### src/rtl/kbc_pkg.sv
package kbc_pkg;
  localparam int BYTE_W = 8;
  typedef logic [BYTE_W-1:0] byte_t;

  // controller opcodes
  localparam byte_t OP_RD_MODE   = 8'h20;
  localparam byte_t OP_WR_MODE   = 8'h60;
  localparam byte_t OP_AUX_OFF   = 8'hA7;
  localparam byte_t OP_AUX_ON    = 8'hA8;
  localparam byte_t OP_AUX_TEST  = 8'hA9;
  localparam byte_t OP_SELF_TEST = 8'hAA;
  localparam byte_t OP_KBD_TEST  = 8'hAB;
  localparam byte_t OP_KBD_OFF   = 8'hAD;
  localparam byte_t OP_KBD_ON    = 8'hAE;
  localparam byte_t OP_RD_INPUT  = 8'hC0;
  localparam byte_t OP_RD_PORT   = 8'hD0;
  localparam byte_t OP_WR_PORT   = 8'hD1;
  localparam byte_t OP_WR_KOBUF  = 8'hD2;
  localparam byte_t OP_WR_AOBUF  = 8'hD3;
  localparam byte_t OP_WR_AUXDEV = 8'hD4;
  localparam byte_t OP_GATE_OFF  = 8'hDD;
  localparam byte_t OP_GATE_ON   = 8'hDF;
  localparam byte_t NO_PENDING   = 8'h00;
  localparam byte_t SELF_OK_BYTE = 8'h55;

  // field positions
  localparam int MODE_KIRQ  = 0;
  localparam int MODE_AIRQ  = 1;
  localparam int MODE_KOFF  = 4;
  localparam int MODE_AOFF  = 5;
  localparam int MODE_XLATE = 6;
  localparam int PORT_NRST  = 0;
  localparam int PORT_GATE  = 1;

  typedef enum logic [2:0] {
    SRC_ZERO, SRC_MODE, SRC_PORT, SRC_SELF, SRC_HOST
  } reply_src_e;

  typedef struct packed {
    logic       cmdWr;
    logic       dataWr;
    logic       push;
    logic       pushAux;
    reply_src_e src;
    logic       modeLoad;
    logic       portLoad;
    logic       aoffSet;
    logic       aoffClr;
    logic       koffSet;
    logic       koffClr;
    logic       selfSet;
    logic       gateSet;
    logic       gateClr;
    logic       rstReq;
    logic       fwd;
    logic       fwdAux;
    logic       badOp;
  } kbc_stb_t;
endpackage

### src/rtl/kbc_ctrl.sv
module kbc_ctrl
  import kbc_pkg::*;
(
  input  logic     clk,
  input  logic     rst_n,
  input  logic     wrEn,
  input  logic     wrCmd,
  input  byte_t    wrData,
  output kbc_stb_t stb
);
  byte_t pendCmd, pendNext;

  always_comb begin
    stb      = '0;
    stb.src  = SRC_ZERO;
    pendNext = pendCmd;
    if (wrEn && wrCmd) begin
      stb.cmdWr = 1'b1;
      if (wrData[BYTE_W-1 -: 4] == 4'hF) begin
        stb.rstReq = ~wrData[0];
      end else begin
        unique case (wrData)
          OP_RD_MODE:   begin stb.push = 1'b1; stb.src = SRC_MODE; end
          OP_WR_MODE, OP_WR_PORT, OP_WR_KOBUF, OP_WR_AOBUF, OP_WR_AUXDEV:
                        pendNext = wrData;
          OP_AUX_OFF:   stb.aoffSet = 1'b1;
          OP_AUX_ON:    stb.aoffClr = 1'b1;
          OP_KBD_OFF:   stb.koffSet = 1'b1;
          OP_KBD_ON:    stb.koffClr = 1'b1;
          OP_SELF_TEST: begin stb.selfSet = 1'b1; stb.push = 1'b1; stb.src = SRC_SELF; end
          OP_AUX_TEST, OP_KBD_TEST, OP_RD_INPUT:
                        begin stb.push = 1'b1; stb.src = SRC_ZERO; end
          OP_RD_PORT:   begin stb.push = 1'b1; stb.src = SRC_PORT; end
          OP_GATE_ON:   stb.gateSet = 1'b1;
          OP_GATE_OFF:  stb.gateClr = 1'b1;
          default:      stb.badOp = 1'b1;
        endcase
      end
    end else if (wrEn) begin
      stb.dataWr = 1'b1;
      pendNext   = NO_PENDING;
      unique case (pendCmd)
        OP_WR_MODE:   stb.modeLoad = 1'b1;
        OP_WR_PORT:   begin stb.portLoad = 1'b1; stb.rstReq = ~wrData[PORT_NRST]; end
        OP_WR_KOBUF:  begin stb.push = 1'b1; stb.src = SRC_HOST; end
        OP_WR_AOBUF:  begin stb.push = 1'b1; stb.pushAux = 1'b1; stb.src = SRC_HOST; end
        OP_WR_AUXDEV: begin stb.fwd = 1'b1; stb.fwdAux = 1'b1; end
        default:      stb.fwd = 1'b1;
      endcase
    end
  end

  always_ff @(posedge clk) begin
    if (!rst_n) pendCmd <= NO_PENDING;
    else        pendCmd <= pendNext;
  end
endmodule

### src/rtl/kbc_dpath.sv
module kbc_dpath
  import kbc_pkg::*;
#(
  parameter byte_t MODE_INIT = 8'h03,
  parameter byte_t PORT_INIT = 8'h03
) (
  input  logic     clk,
  input  logic     rst_n,
  input  kbc_stb_t stb,
  input  byte_t    wrData,
  input  logic     kbdHasData,
  input  logic     auxHasData,
  output byte_t    statusOut,
  output logic     replyValid,
  output logic     replyAux,
  output byte_t    replyData,
  output logic     devFwdValid,
  output logic     devFwdAux,
  output byte_t    devFwdData,
  output logic     a20Gate,
  output logic     sysResetReq,
  output logic     xlateEn,
  output logic     badCmd,
  output logic     irqKbd,
  output logic     irqAux
);
  byte_t modeReg, portReg, replyNext;
  logic  selfOk, lastCmd, anyData, auxOnly;

  always_comb begin
    unique case (stb.src)
      SRC_MODE: replyNext = modeReg;
      SRC_PORT: replyNext = portReg;
      SRC_SELF: replyNext = SELF_OK_BYTE;
      SRC_HOST: replyNext = wrData;
      default:  replyNext = '0;
    endcase
  end

  always_ff @(posedge clk) begin
    if (!rst_n) begin
      modeReg     <= MODE_INIT;
      portReg     <= PORT_INIT;
      selfOk      <= 1'b0;
      lastCmd     <= 1'b1;
      replyValid  <= 1'b0;
      replyAux    <= 1'b0;
      replyData   <= '0;
      devFwdValid <= 1'b0;
      devFwdAux   <= 1'b0;
      devFwdData  <= '0;
      sysResetReq <= 1'b0;
      badCmd      <= 1'b0;
    end else begin
      if (stb.cmdWr)       lastCmd <= 1'b1;
      else if (stb.dataWr) lastCmd <= 1'b0;

      if (stb.modeLoad)     modeReg <= wrData;
      else if (stb.aoffSet) modeReg[MODE_AOFF] <= 1'b1;
      else if (stb.aoffClr) modeReg[MODE_AOFF] <= 1'b0;
      else if (stb.koffSet) modeReg[MODE_KOFF] <= 1'b1;
      else if (stb.koffClr) modeReg[MODE_KOFF] <= 1'b0;

      if (stb.portLoad)     portReg <= wrData;
      else if (stb.gateSet) portReg[PORT_GATE] <= 1'b1;
      else if (stb.gateClr) portReg[PORT_GATE] <= 1'b0;

      if (stb.selfSet) selfOk <= 1'b1;

      replyValid <= stb.push;
      replyAux   <= stb.pushAux;
      if (stb.push) replyData <= replyNext;

      devFwdValid <= stb.fwd;
      devFwdAux   <= stb.fwdAux;
      if (stb.fwd) devFwdData <= wrData;

      sysResetReq <= stb.rstReq;
      badCmd      <= stb.badOp;
    end
  end

  assign anyData = kbdHasData | auxHasData;
  assign auxOnly = auxHasData & ~kbdHasData;
  // bit7 parity, bit6 timeout, bit5 aux-full, bit4 unlocked, bit3 last-cmd,
  // bit2 self-test, bit1 input-full, bit0 output-full
  assign statusOut = {2'b00, auxOnly, 1'b1, lastCmd, selfOk, 1'b0, anyData};
  assign irqKbd    = kbdHasData & modeReg[MODE_KIRQ] & ~modeReg[MODE_KOFF];
  assign irqAux    = auxOnly & modeReg[MODE_AIRQ];
  assign a20Gate   = portReg[PORT_GATE];
  assign xlateEn   = modeReg[MODE_XLATE];
endmodule

### src/rtl/kbc_cmd_unit.sv
module kbc_cmd_unit
  import kbc_pkg::*;
#(
  parameter logic [7:0] MODE_INIT = 8'h03,
  parameter logic [7:0] PORT_INIT = 8'h03
) (
  input  logic       clk,
  input  logic       rst_n,
  input  logic       hostWrEn,
  input  logic       hostSelCmd,
  input  logic [7:0] hostWrData,
  input  logic       kbdHasData,
  input  logic       auxHasData,
  output logic [7:0] statusOut,
  output logic       replyValid,
  output logic       replyAux,
  output logic [7:0] replyData,
  output logic       devFwdValid,
  output logic       devFwdAux,
  output logic [7:0] devFwdData,
  output logic       a20Gate,
  output logic       sysResetReq,
  output logic       xlateEn,
  output logic       badCmd,
  output logic       irqKbd,
  output logic       irqAux
);
  kbc_stb_t stb;

  kbc_ctrl u_ctrl (
    .clk(clk), .rst_n(rst_n), .wrEn(hostWrEn), .wrCmd(hostSelCmd),
    .wrData(hostWrData), .stb(stb)
  );

  kbc_dpath #(.MODE_INIT(MODE_INIT), .PORT_INIT(PORT_INIT)) u_dpath (
    .clk(clk), .rst_n(rst_n), .stb(stb), .wrData(hostWrData),
    .kbdHasData(kbdHasData), .auxHasData(auxHasData),
    .statusOut(statusOut), .replyValid(replyValid), .replyAux(replyAux),
    .replyData(replyData), .devFwdValid(devFwdValid), .devFwdAux(devFwdAux),
    .devFwdData(devFwdData), .a20Gate(a20Gate), .sysResetReq(sysResetReq),
    .xlateEn(xlateEn), .badCmd(badCmd), .irqKbd(irqKbd), .irqAux(irqAux)
  );
endmodule

### config.mk
export PLATFORM = sky130hd
export DESIGN_NAME = kbc_cmd_unit
export DESIGN_NICKNAME = d
export VERILOG_FILES = /design/src/rtl/kbc_pkg.sv /design/src/rtl/kbc_ctrl.sv /design/src/rtl/kbc_dpath.sv /design/src/rtl/kbc_cmd_unit.sv
export SDC_FILE = /design/constraint.sdc
export NUM_CORES = 1
export LEC_CHECK = 0
export ABC_AREA = 1
export BUFFER_PORTS_ARGS = -buffer_cell sky130_fd_sc_hd__buf_2
export CORE_MARGIN = 2
export CORE_UTILIZATION = 55
export DETAILED_ROUTE_END_ITERATION = 8
export GPL_TIMING_DRIVEN = 0
export HOLD_SLACK_MARGIN = 0.08
export PLACE_DENSITY = 0.79
export SYNTH_ARGS = -nofsm -noshare
export SYNTH_HDL_FRONTEND = slang
export SYNTH_SLANG_ARGS = --single-unit
### constraint.sdc
create_clock -name clk -period 1.6 [get_ports clk]
set_input_delay 0.16 -clock clk [delete_from_list [all_inputs] [get_ports clk]]
set_output_delay 0.16 -clock clk [all_outputs]
set_load 0.005 [all_outputs]
# --- Word-level counts from Yosys, hierarchy flattened ---
# Index checks and enable logic that the tools add are counted.
# W data, S select, Z words.
totals:
  word_cells: 120
  reg_bits: 48
  out_inout_bits: 34
  input_bits: 14
op_classes:
  eq_ne: 31
  muxes: 47
  bitwise: 11
  reduce_logical: 15
op_table:
  columns: ["op", "count"]
  rows:
  - ["$eq A8 B8 Y1 const B", 19]
  - ["$mux W8", 5]
  - ["$pmux W8 S4", 1]
  - ["$mux W1", 31]
  - ["$reduce_or A17 Y1", 1]
  - ["$eq A8 B7 Y1 const B", 2]
  - ["$mux W7", 2]
  - ["$mux W3", 4]
  - ["$reduce_bool A3 Y1", 3]
  - ["$eq A8 B6 Y1 const B", 1]
  - ["$eq A3 B2 Y1 const B", 2]
  - ["$mux W2", 3]
  - ["$not A1 Y1", 6]
  - ["$pmux W2 S3", 1]
  - ["$reduce_and A3 Y1", 2]
  - ["$reduce_or A3 Y1", 2]
  - ["$reduce_or A6 Y1", 1]
  - ["$reduce_or A5 Y1", 1]
  - ["$and A1 B1 Y1", 4]
  - ["$eq A4 B4 Y1 const B", 1]
  - ["$ne A2 B1 Y1 const B", 2]
  - ["$ne A2 B2 Y1 const B", 2]
  - ["$reduce_or A2 Y1", 2]
  - ["$reduce_or A4 Y1", 1]
  - ["5 further kinds", 5]

# --- Longest topological paths before layout ---
# Gate-level depths: netlist of run 1.
depth:
  ltp_word: 9
  depth_mapped: 10
  ltp_nobuf: 10

# --- Cells and area by module ---
# A second synthesis of run 1 with hierarchy kept.
unflattened:
  cells_unflattened: 378
  area_unflattened_um2: 2601.2
modules_own_cells:
  columns: ["mod", "n_inst", "cells_each", "area_each_um2"]
  rows:
  - ["kbc_dpath", 1, 229, 1690.4]
  - ["kbc_ctrl", 1, 149, 910.9]

# --- Worst setup path before layout of run 1 ---
# Ideal clock, no wire load.
synth_timing:
  kind: "flip-flop to flip-flop"
  start: "register u_ctrl.pendCmd[2]"
  end: "register u_dpath.replyData[3]"
  required_time_ps: 1529
  period_less_slack_ps: 1247
  setup_time_ps: 71
  t_arrival_ps: 1176
  path_stages_with_launch: 11
  slack_ps: 353
  cell_sequence: "dfxtp_1 nor2_2 inv_1 nor2_1 nand2_1 inv_2 nand2_2 buf_2 nor2_1 nor2_1 a21oi_1"
synth_via:
  elab_chain_cells: 7
synth_lines:
  columns: ["item", "line_no", "source"]
  rows:
  - ["start: declaration", "kbc_ctrl.sv:11", "byte_t pendCmd, pendNext;"]
  - ["start signal: assignment", "kbc_ctrl.sv:55", "else pendCmd <= pendNext;"]
  - ["$eq A8 B8 Y1", "kbc_ctrl.sv:42", "unique case (pendCmd)"]
  - ["$reduce_or A2 Y1 (no line) (*)", null, null]
  - ["$mux W3", "kbc_ctrl.sv:42", null]
  - ["$mux W8 (*)", "kbc_ctrl.sv:39", "end else if (wrEn) begin"]
  - ["$mux W3", "kbc_ctrl.sv:17", "if (wrEn && wrCmd) begin"]
  - ["$eq A3 B3 Y1, or another cell as far along", "kbc_dpath.sv:31", "unique case (stb.src)"]
  - ["$pmux W8 S4", "kbc_dpath.sv:31", null]
  - ["end signal: assignment", "kbc_dpath.sv:72", "if (stb.push) replyData <= replyNext;"]
  - ["end: declaration", "kbc_dpath.sv:16", "output byte_t replyData,"]
# Every way passes the cells marked *; elsewhere a longest branch is shown, timed or not.
# A chain may end at the register's enable or synchronous reset.

# --- Final worst setup path of run 1 ---
# Ends and elaborated chain as after synthesis.

==> results of run 1 <==
## metrics by stage
step           setup TNS, ns  hold slack (ns)  power (W)  std cells  worst slack (ns)
2_1_floorplan              0           0.2385   0.001441        356            0.3534
3_3_place_gp               0           0.4406   0.001534        449           0.07571
3_5_place_dp               0           0.4494   0.001541        449           0.08653
6_report                   0           0.1458   0.002325        462          0.007399
4_1_cts                    0           0.1350   0.002313        457           0.09442
5_1_grt              -0.2322           0.1575   0.002392        462          -0.06887
## synth_stat cells (all sizes together), types with 2 or more instances
library cell | instances | area (sq um)
a21oi | 36 | 187.7
buf | 13 | 98.84
clkbuf | 4 | 15.01
clkinv | 2 | 8.750
conb | 2 | 7.510
dfxtp | 48 | 960.9
inv | 33 | 123.9
nand2 | 74 | 342.8
nand3 | 29 | 145.1
nand4 | 7 | 43.79
nor2 | 67 | 332.8
nor3 | 8 | 40.04
nor4 | 2 | 12.51
o211ai | 2 | 15.01
o21a | 2 | 15.01
o21ai | 21 | 105.1
## state kept, by name (all words and copies together) (netlist names)
signal               cells
u_dpath.replyData        8
u_dpath.replyAux         1
u_dpath.selfOk           1
u_dpath.badCmd           1
u_dpath.modeReg          8
u_dpath.replyValid       1
u_dpath.devFwdValid      1
u_dpath.devFwdData       8
u_dpath.portReg          8
u_dpath.devFwdAux        1
u_ctrl.pendCmd           8
u_dpath.lastCmd          1
u_dpath.sysResetReq      1
## worst max-delay path by stage
stage,to,slack (ns),start,cells past startpoint
4_1_cts,u_dpath.replyData[3]$_SDFFE_PN0P_,0.09,u_ctrl.pendCmd[2]$_SDFFE_PN0P_,10
6_report,u_dpath.replyData[3]$_SDFFE_PN0P_,0.007,u_ctrl.pendCmd[2]$_SDFFE_PN0P_,10
5_1_grt,u_dpath.replyData[3]$_SDFFE_PN0P_,-0.07,u_ctrl.pendCmd[2]$_SDFFE_PN0P_,10
2_1_floorplan,u_dpath.replyData[3]$_SDFFE_PN0P_,0.35,u_ctrl.pendCmd[2]$_SDFFE_PN0P_,10
3_3_place_gp,u_ctrl.pendCmd[7]$_SDFFE_PN0P_,0.08,hostWrData[5],9
3_5_place_dp,u_dpath.replyData[5]$_SDFFE_PN0P_,0.09,hostWrData[2],10
## layer usage
layer / up-vias / routed length [um] / global-route usage (%) / share of wire [%]
met4: 0 / 176 / 10.27 / 2.6
li1: 1260 / - / - / -
met5: - / 0 / 0 / 0
met3: 20 / 546 / 4.986 / 8.0
met1: 1174 / 2953 / 36.80 / 43
met2: 140 / 3145 / 44.55 / 46
## kinds of logic after synthesis
kind of cell | after synthesis | share of synthesized area, %
buffers and inverters | 52 | 9.924
other | 2 | 0.3024
and+or+nand+nor | 188 | 37.18
AOI/OAI and AO/OA | 64 | 13.90
DFF | 48 | 38.69
## power groups by stage
stage               registers, W  clock network [W]  logic (W)
floorplan                0.00126                  0   0.000179
global placement         0.00126                  0   0.000272
detailed placement       0.00126                  0   0.000278
CTS                      0.00124           0.000796   0.000281
global route             0.00124           0.000830   0.000322
finish                   0.00124           0.000796   0.000291
## final cells by class
class	instances	area (sq um)	area share, %
Clock inverter	2	13.76	0.4721
Timing Repair Buffer	45	235.2	8.069
Inverter	35	132.6	4.549
Multi-Input combinational cell	257	1301	44.64
Sequential cell	48	964.7	33.09
Buffer	17	120.1	4.120
Tap cell	52	65.06	2.232
Clock buffer	6	82.58	2.833
## worst max-delay path: stages (launching register included)
cell	delay, ns
sky130_fd_sc_hd__dfxtp_1	0.34
sky130_fd_sc_hd__nor2_2	0.18
sky130_fd_sc_hd__inv_1	0.07
sky130_fd_sc_hd__nor2_1	0.10
sky130_fd_sc_hd__nand2_1	0.14
sky130_fd_sc_hd__inv_2	0.12
sky130_fd_sc_hd__nand2_2	0.09
sky130_fd_sc_hd__clkbuf_4	0.20
sky130_fd_sc_hd__nor2_1	0.10
sky130_fd_sc_hd__nor2_1	0.07
sky130_fd_sc_hd__a21oi_1	0.12
## repair_timing
action                                  4_1_cts  5_1_grt
endpoints found under the hold margin         0        0
setup buffers                                 0        4
endpoints found under the setup margin        0       14
resized for setup                             0       12
==> results list, run 1 <==
* Fraction of final layout cells sized beyond drive strength 1: 28.78%
- Total Routed Length: 6.823 mm
* Ant. Diodes: 0
* Grt ovf: 0
* Total core area: 4354 sq um
* Part of the power in the clock network: 34.2%
- The clock arrives with 0.006669 ns of skew.
* Hold worst-path end: u_dpath.portReg[1]$_SDFFE_PN1P_
- The worst setup path is captured at a flip-flop.
- Global placement routability congestion: 0.9160
- Counting flops with an async set or reset pin after synthesis yields a share of 0%.
- Clock net sink count: 48
- Startpoint type of the worst setup path: flip-flop
* Number of DRC markers after the initial detailed-route iteration: 283
- Maximum achievable frequency: 0.6279 GHz
* I/O pin total: 48
* Total Die Area: 5069 sq um
- Final count of pins violating max slew: 0
- In this run switching power makes up 27.95% of total power.
- CTS tree: yes
- Global routing consumed, over all layers together, 27.59% of the routing resources.
- Cell depth of the worst hold path: 3
- In this run, synthesis produced a sequential element count of 48.
- The number of cells on the worst reg-to-reg path is 10.
- Measured on the finished design, the core utilization comes to 66.95%.
* Setup repair after global routing missed its margin: true
* Part of the total power dissipated in sequential elements: 53.2%
* Level count of the clock H-tree: 2
- Input and output buffers added on the ports amount to 41.
- Unique masters post-synth: 31
* Outcome: complete, no violations
* Yosys warning total: 0
- The library cells used most frequently in the layout, excluding fill and tap cells, are sky130_fd_sc_hd__nand2_1, sky130_fd_sc_hd__nor2_1, sky130_fd_sc_hd__dfxtp_1, sky130_fd_sc_hd__buf_2, sky130_fd_sc_hd__a21oi_1.
- For this configuration, the core starts out at a cell density of 57.04%.
* Via-to-Cell Ratio: 5.615
- The via count of the first global-routing pass is 2298.
- Final hold violations: 0
* Routed len/inst: 14.77 um
- In this run the core area contains 24 standard-cell rows.
* Mean Syn Cell Area: 7.016 sq um
- Root buffer cell: sky130_fd_sc_hd__clkbuf_8
* Sequential share of the synthesized area: 38.69%
- By startpoint and endpoint, the worst setup path is classified as reg2reg.
* Reg2Reg Setup Slack: 0.007 ns
* Worst hold path class: in2reg
- In the synthesized netlist the dominant register cell turns out to be sky130_fd_sc_hd__dfxtp_1.
- Worst VDD drop: 0.4815 mV
- TritonCTS created 5 clock buffers.
- Half-perimeter wire length of the detailed placement result: 4.890 mm
- Shortest period the worst path allows: 1.593 ns
- Count of flip-flops with a built-in enable after synthesis: 0
- Maximum capacitance violations: 0
- Tightest Pin Transition: 0.5667 ns
* Start point of the worst hold path: hostWrData[1]
- At the worst endpoint, the required time is 1.84 ns.
- In this run the critical register-to-register path is captured at u_dpath.replyData[3]$_SDFFE_PN0P_.
- Entering global routing, the biggest net connects 16 pins.
- The later pin in the worst-skew pair is clocked with a latency of 0.31 ns.
- Largest buffer count on any clock path: 2
- Initial antenna violation count: 0
- Source of the worst register-to-register timing path: u_ctrl.pendCmd[2]$_SDFFE_PN0P_
* Worst rel slew slack: 62.22%
- LEAKAGE: 1.388 nW
- The library cell used most frequently in the layout, excluding fill and tap cells, is sky130_fd_sc_hd__nand2_1.
- Internal power: 0.001675 W
- Vias post-DR: 2594
* Switching Power: 0.0006496 W
* Fill cell total of the finished layout: 397
- Arrival time at the worst endpoint: 1.83 ns
- Detailed-route DRC error count: 0
- Wire length of the first global-routing pass: 11.03 mm
- Buffers inserted to repair hold after CTS numbered 0.
- Number of endpoints failing setup at the final stage: 0
* Number of nets with antenna violations after routing: 0
- After layout, the worst path uses 99.54% of the clock period.
- Dividing total power by cell area gives a power density of 797.4 nW/um^2.
* Crit path max fanout: 10
* Cell count after synthesis: 354
* Dpl cell area: 2761 sq um
- The pre-antenna-repair detailed-routing pass consisted of 5 iterations.
* Post-synthesis cell area: 2484 sq um
- Horiz. Die Dim: 71.20 um
- Measured along the y axis, the die boundary spans 71.20 um.
- Clock-pin slew was measured on the worst setup and hold paths at 0.09 ns.
- Final net count: 423
- Share of power burned in combinational logic: 12.5%
- The area growth from synthesis to layout is 17.38%.
* Post-route cell area: 2915 sq um
Power figures use the tool's default switching activity.
==> run 2: changes to the inputs <==
--- a/config.mk
+++ b/config.mk
@@ -13,6 +13,7 @@
 export GPL_TIMING_DRIVEN = 0
 export HOLD_SLACK_MARGIN = 0.08
 export PLACE_DENSITY = 0.79
+export SETUP_SLACK_MARGIN = 0.4
 export SYNTH_ARGS = -nofsm -noshare
 export SYNTH_HDL_FRONTEND = slang
 export SYNTH_SLANG_ARGS = --single-unit
==> run 2 against run 1 <==
Critical path depth shrank 3. Count of clock-buffer cells in the layout shrank 1. Clock power rose by 34%. First-iteration DRC count fell by 2.8%. Combinational power increased by 20%. Final area rose by 16%. Sequential power is essentially flat. Utilization rose by 11 points. Largest cell class unchanged. Highest routed layer unchanged.
==> results list, run 2 (synthesis gave the netlist of run 1 again) <==
- The number of CTS-inserted buffers was 5 (unchanged).
* Worst VDD drop: 0.4847 mV (was 0.4815 mV)
* Setup slack after layout: 0.1161 ns (was 0.007399 ns)
- The layout overhead on the synthesized area was 35.97% (was 17.38%).
- The number of I/O port buffers is 41 (unchanged).
- Maximum capacitance violations: 0 (unchanged)
- The clock transition time at the flip-flop clock pins of the worst setup and hold paths came to 0.09 ns (about the same).
- The total routing resource utilization after global routing came to 28.43% (was 27.59%).
- The number of placement rows is 24 (unchanged).
- The worst-margin pin slew is 0.6929 ns (was 0.5667 ns).
* Ant. Diodes: 0 (unchanged)
* Number of endpoints failing setup at the final stage: 0 (unchanged)
- Commonest cells after routing, fill and taps aside: sky130_fd_sc_hd__nand2_1, sky130_fd_sc_hd__nor2_1, sky130_fd_sc_hd__buf_2, sky130_fd_sc_hd__dfxtp_1 (was sky130_fd_sc_hd__nand2_1, sky130_fd_sc_hd__nor2_1, sky130_fd_sc_hd__dfxtp_1, sky130_fd_sc_hd__buf_2, sky130_fd_sc_hd__a21oi_1).
* Worst Setup End Kind: flip-flop (unchanged)
* Worst hold path class: in2reg (unchanged)
* Reg2Reg Setup Slack: 0.12 ns (was 0.007 ns)
* Total core area: 4354 sq um (unchanged)
- The remaining number of nets flagged by the antenna check after routing was 0 (unchanged).
- The routed wire length was 7.432 mm (was 6.823 mm).
* Worst rel slew slack: 53.80% (was 62.22%)
- The number of hold-slack violations in the final timing report came to 0 (unchanged).
- Startpoint type of the worst setup path: flip-flop (unchanged)
- Wire length of the first global-routing pass: 11.39 mm (was 11.03 mm)
- Grt ovf: 0 (unchanged)
- Detailed-route DRC error count: 0 (unchanged)
* Root buffer cell: sky130_fd_sc_hd__clkbuf_8 (unchanged)
- The clock period minus worst slack is 1.484 ns (was 1.593 ns).
- Post-place setup slack: 0.08552 ns (was 0.08653 ns)
* Largest net degree at the start of global routing: 17 (was 16)
- The source-to-sink clock delay at the later pin of the worst-skew pair is 0.31 ns (about the same).
* Routed len/inst: 15.11 um (was 14.77 um)
- First-pass iteration count of the detailed router: 5 (unchanged)
* LEAKAGE: 1.615 nW (was 1.388 nW)
- The via-per-instance ratio is 5.478 (was 5.615).
* Total Die Area: 5069 sq um (unchanged)
- The register cell area after layout is 972.2 sq um (was 964.7 sq um).
- Setup repair after global routing missed its margin: true (unchanged).
- The final worst-path cycle share came to 92.75% (was 99.54%).
- Largest buffer count on any clock path: 2 (unchanged)
- Multi-input combinational cell area: 1426 sq um (was 1301 sq um)
* Number of global-route vias before repair: 2456 (was 2298)
- Final net count: 453 (was 423)
- CTS Hold Buffers Added: 0 (unchanged)
* Startpoint-to-endpoint class of the critical path: reg2reg (unchanged)
- The floorplan die height came to 71.20 um (unchanged).
* Fraction of final layout cells sized beyond drive strength 1: 41.59% (was 28.78%)
- The total power consumption of the routed design was 0.002655 W (was 0.002325 W).
- The number of H-tree levels is 2 (unchanged).
- Most frequent standard cell in the layout excluding fill and tap cells: sky130_fd_sc_hd__nand2_1 (unchanged)
* Initial antenna violation count: 0 (unchanged)
* Global placement routability congestion: 0.9512 (was 0.9160)
- Initial cell density of the core: 57.04% (unchanged)
* Half-perimeter wire length of the detailed placement result: 4.673 mm (was 4.890 mm)
- The violation count after the first detailed-route iteration came to 275 (was 283).
- Final count of pins violating max slew: 0 (unchanged)
- The horizontal extent of the die came to 71.20 um (unchanged).
- Total power density per cell area: 786.1 nW/um^2 (was 797.4 nW/um^2)
- The maximum clock rate was 0.6739 GHz (was 0.6279 GHz).
- Outcome: complete, no violations (unchanged).
- The detailed-route via count is 2695 (was 2594).
* CTS tree: yes (unchanged)
* Clock net sink count: 48 (unchanged)
- The worst clock skew on the final layout is 0.005026 ns (was 0.006669 ns).
* Arrival time at the worst endpoint: 1.67 ns (was 1.83 ns)
- Final sum of negative setup slack: 0 ns (unchanged)
* I/O pin total: 48 (unchanged)
* Crit path max fanout: 5 (was 10)
- CP Data Required Time: 1.78 ns (was 1.84 ns)
- The total of fill cells in the finished design came to 319 (was 397).
## run 2: metal layers
| layer | vias up | share of wire, % | track usage, % |
|---|---|---|---|
| met4 | 0 | 2.0 | 11.74 |
| li1 | 1313 | - | - |
| met5 | - | 0 | 0 |
| met3 | 18 | 5.8 | 4.701 |
| met1 | 1259 | 44 | 38.30 |
| met2 | 105 | 48 | 45.27 |
## run 2: stage by stage
step	instances	util, %	hold slack, ns	cell area [sq um]
finish	492	77.56	0.1285	3377
global route	492	77.56	0.1352	3377
CTS	484	73.71	0.1286	3209
detailed placement	449	63.71	0.4434	2774
global placement	449	63.71	0.4376	2774
floorplan	356	-	0.2385	2504
## run 2: power by group
group / internal, W / total (W) / switching [W]
registers: 0.00122 / 0.00124 / 0.0000158
logic: 0.000134 / 0.000348 / 0.000214
clock network: 0.000629 / 0.00107 / 0.000439
total: 0.00199 / 0.00265 / 0.000669
## run 2: worst max-delay path, cell delays in order (launching register included)
cell and delay (ns):
sky130_fd_sc_hd__dfxtp_2 0.34, sky130_fd_sc_hd__inv_2 0.05, sky130_fd_sc_hd__nand4_1 0.09, sky130_fd_sc_hd__inv_1 0.10, sky130_fd_sc_hd__nand4_1 0.23, sky130_fd_sc_hd__nor2_4 0.23
sky130_fd_sc_hd__buf_2 0.20, sky130_fd_sc_hd__o21ai_0 0.11
## run 2: layout make-up
| cell class | instances | area share, % |
|---|---|---|
| flip-flops and latches | 48 | 28.79 |
| inverters | 35 | 4.372 |
| multi-input cells | 256 | 42.24 |
| plain buffers | 17 | 3.779 |
| repair buffers | 76 | 14.82 |
| well taps | 52 | 1.927 |
| clock inverters | 3 | 2.038 |
| clock buffers | 5 | 2.038 |
## run 2: final timing paths
| check | depth (start not counted) | to | startpoint |
|---|---|---|---|
| setup reg to reg | 7 | u_dpath.portReg[0]$_SDFFE_PN1P_ | u_ctrl.pendCmd[5]$_SDFFE_PN0P_ |
| hold reg to reg | 2 | u_dpath.lastCmd$_SDFFE_PP1P_ | u_dpath.lastCmd$_SDFFE_PP1P_ |
| hold / removal | 3 | u_dpath.modeReg[1]$_SDFFE_PN1P_ | hostWrData[1] |
| setup / recovery | 7 | u_dpath.portReg[0]$_SDFFE_PN1P_ | u_ctrl.pendCmd[5]$_SDFFE_PN0P_ |
## run 2: repair_timing
action	4_1_cts	5_1_grt
setup endpoints to repair	35	46
pin swaps	17	12
setup buffers	25	7
gates cloned	2	1
resized for setup	44	30
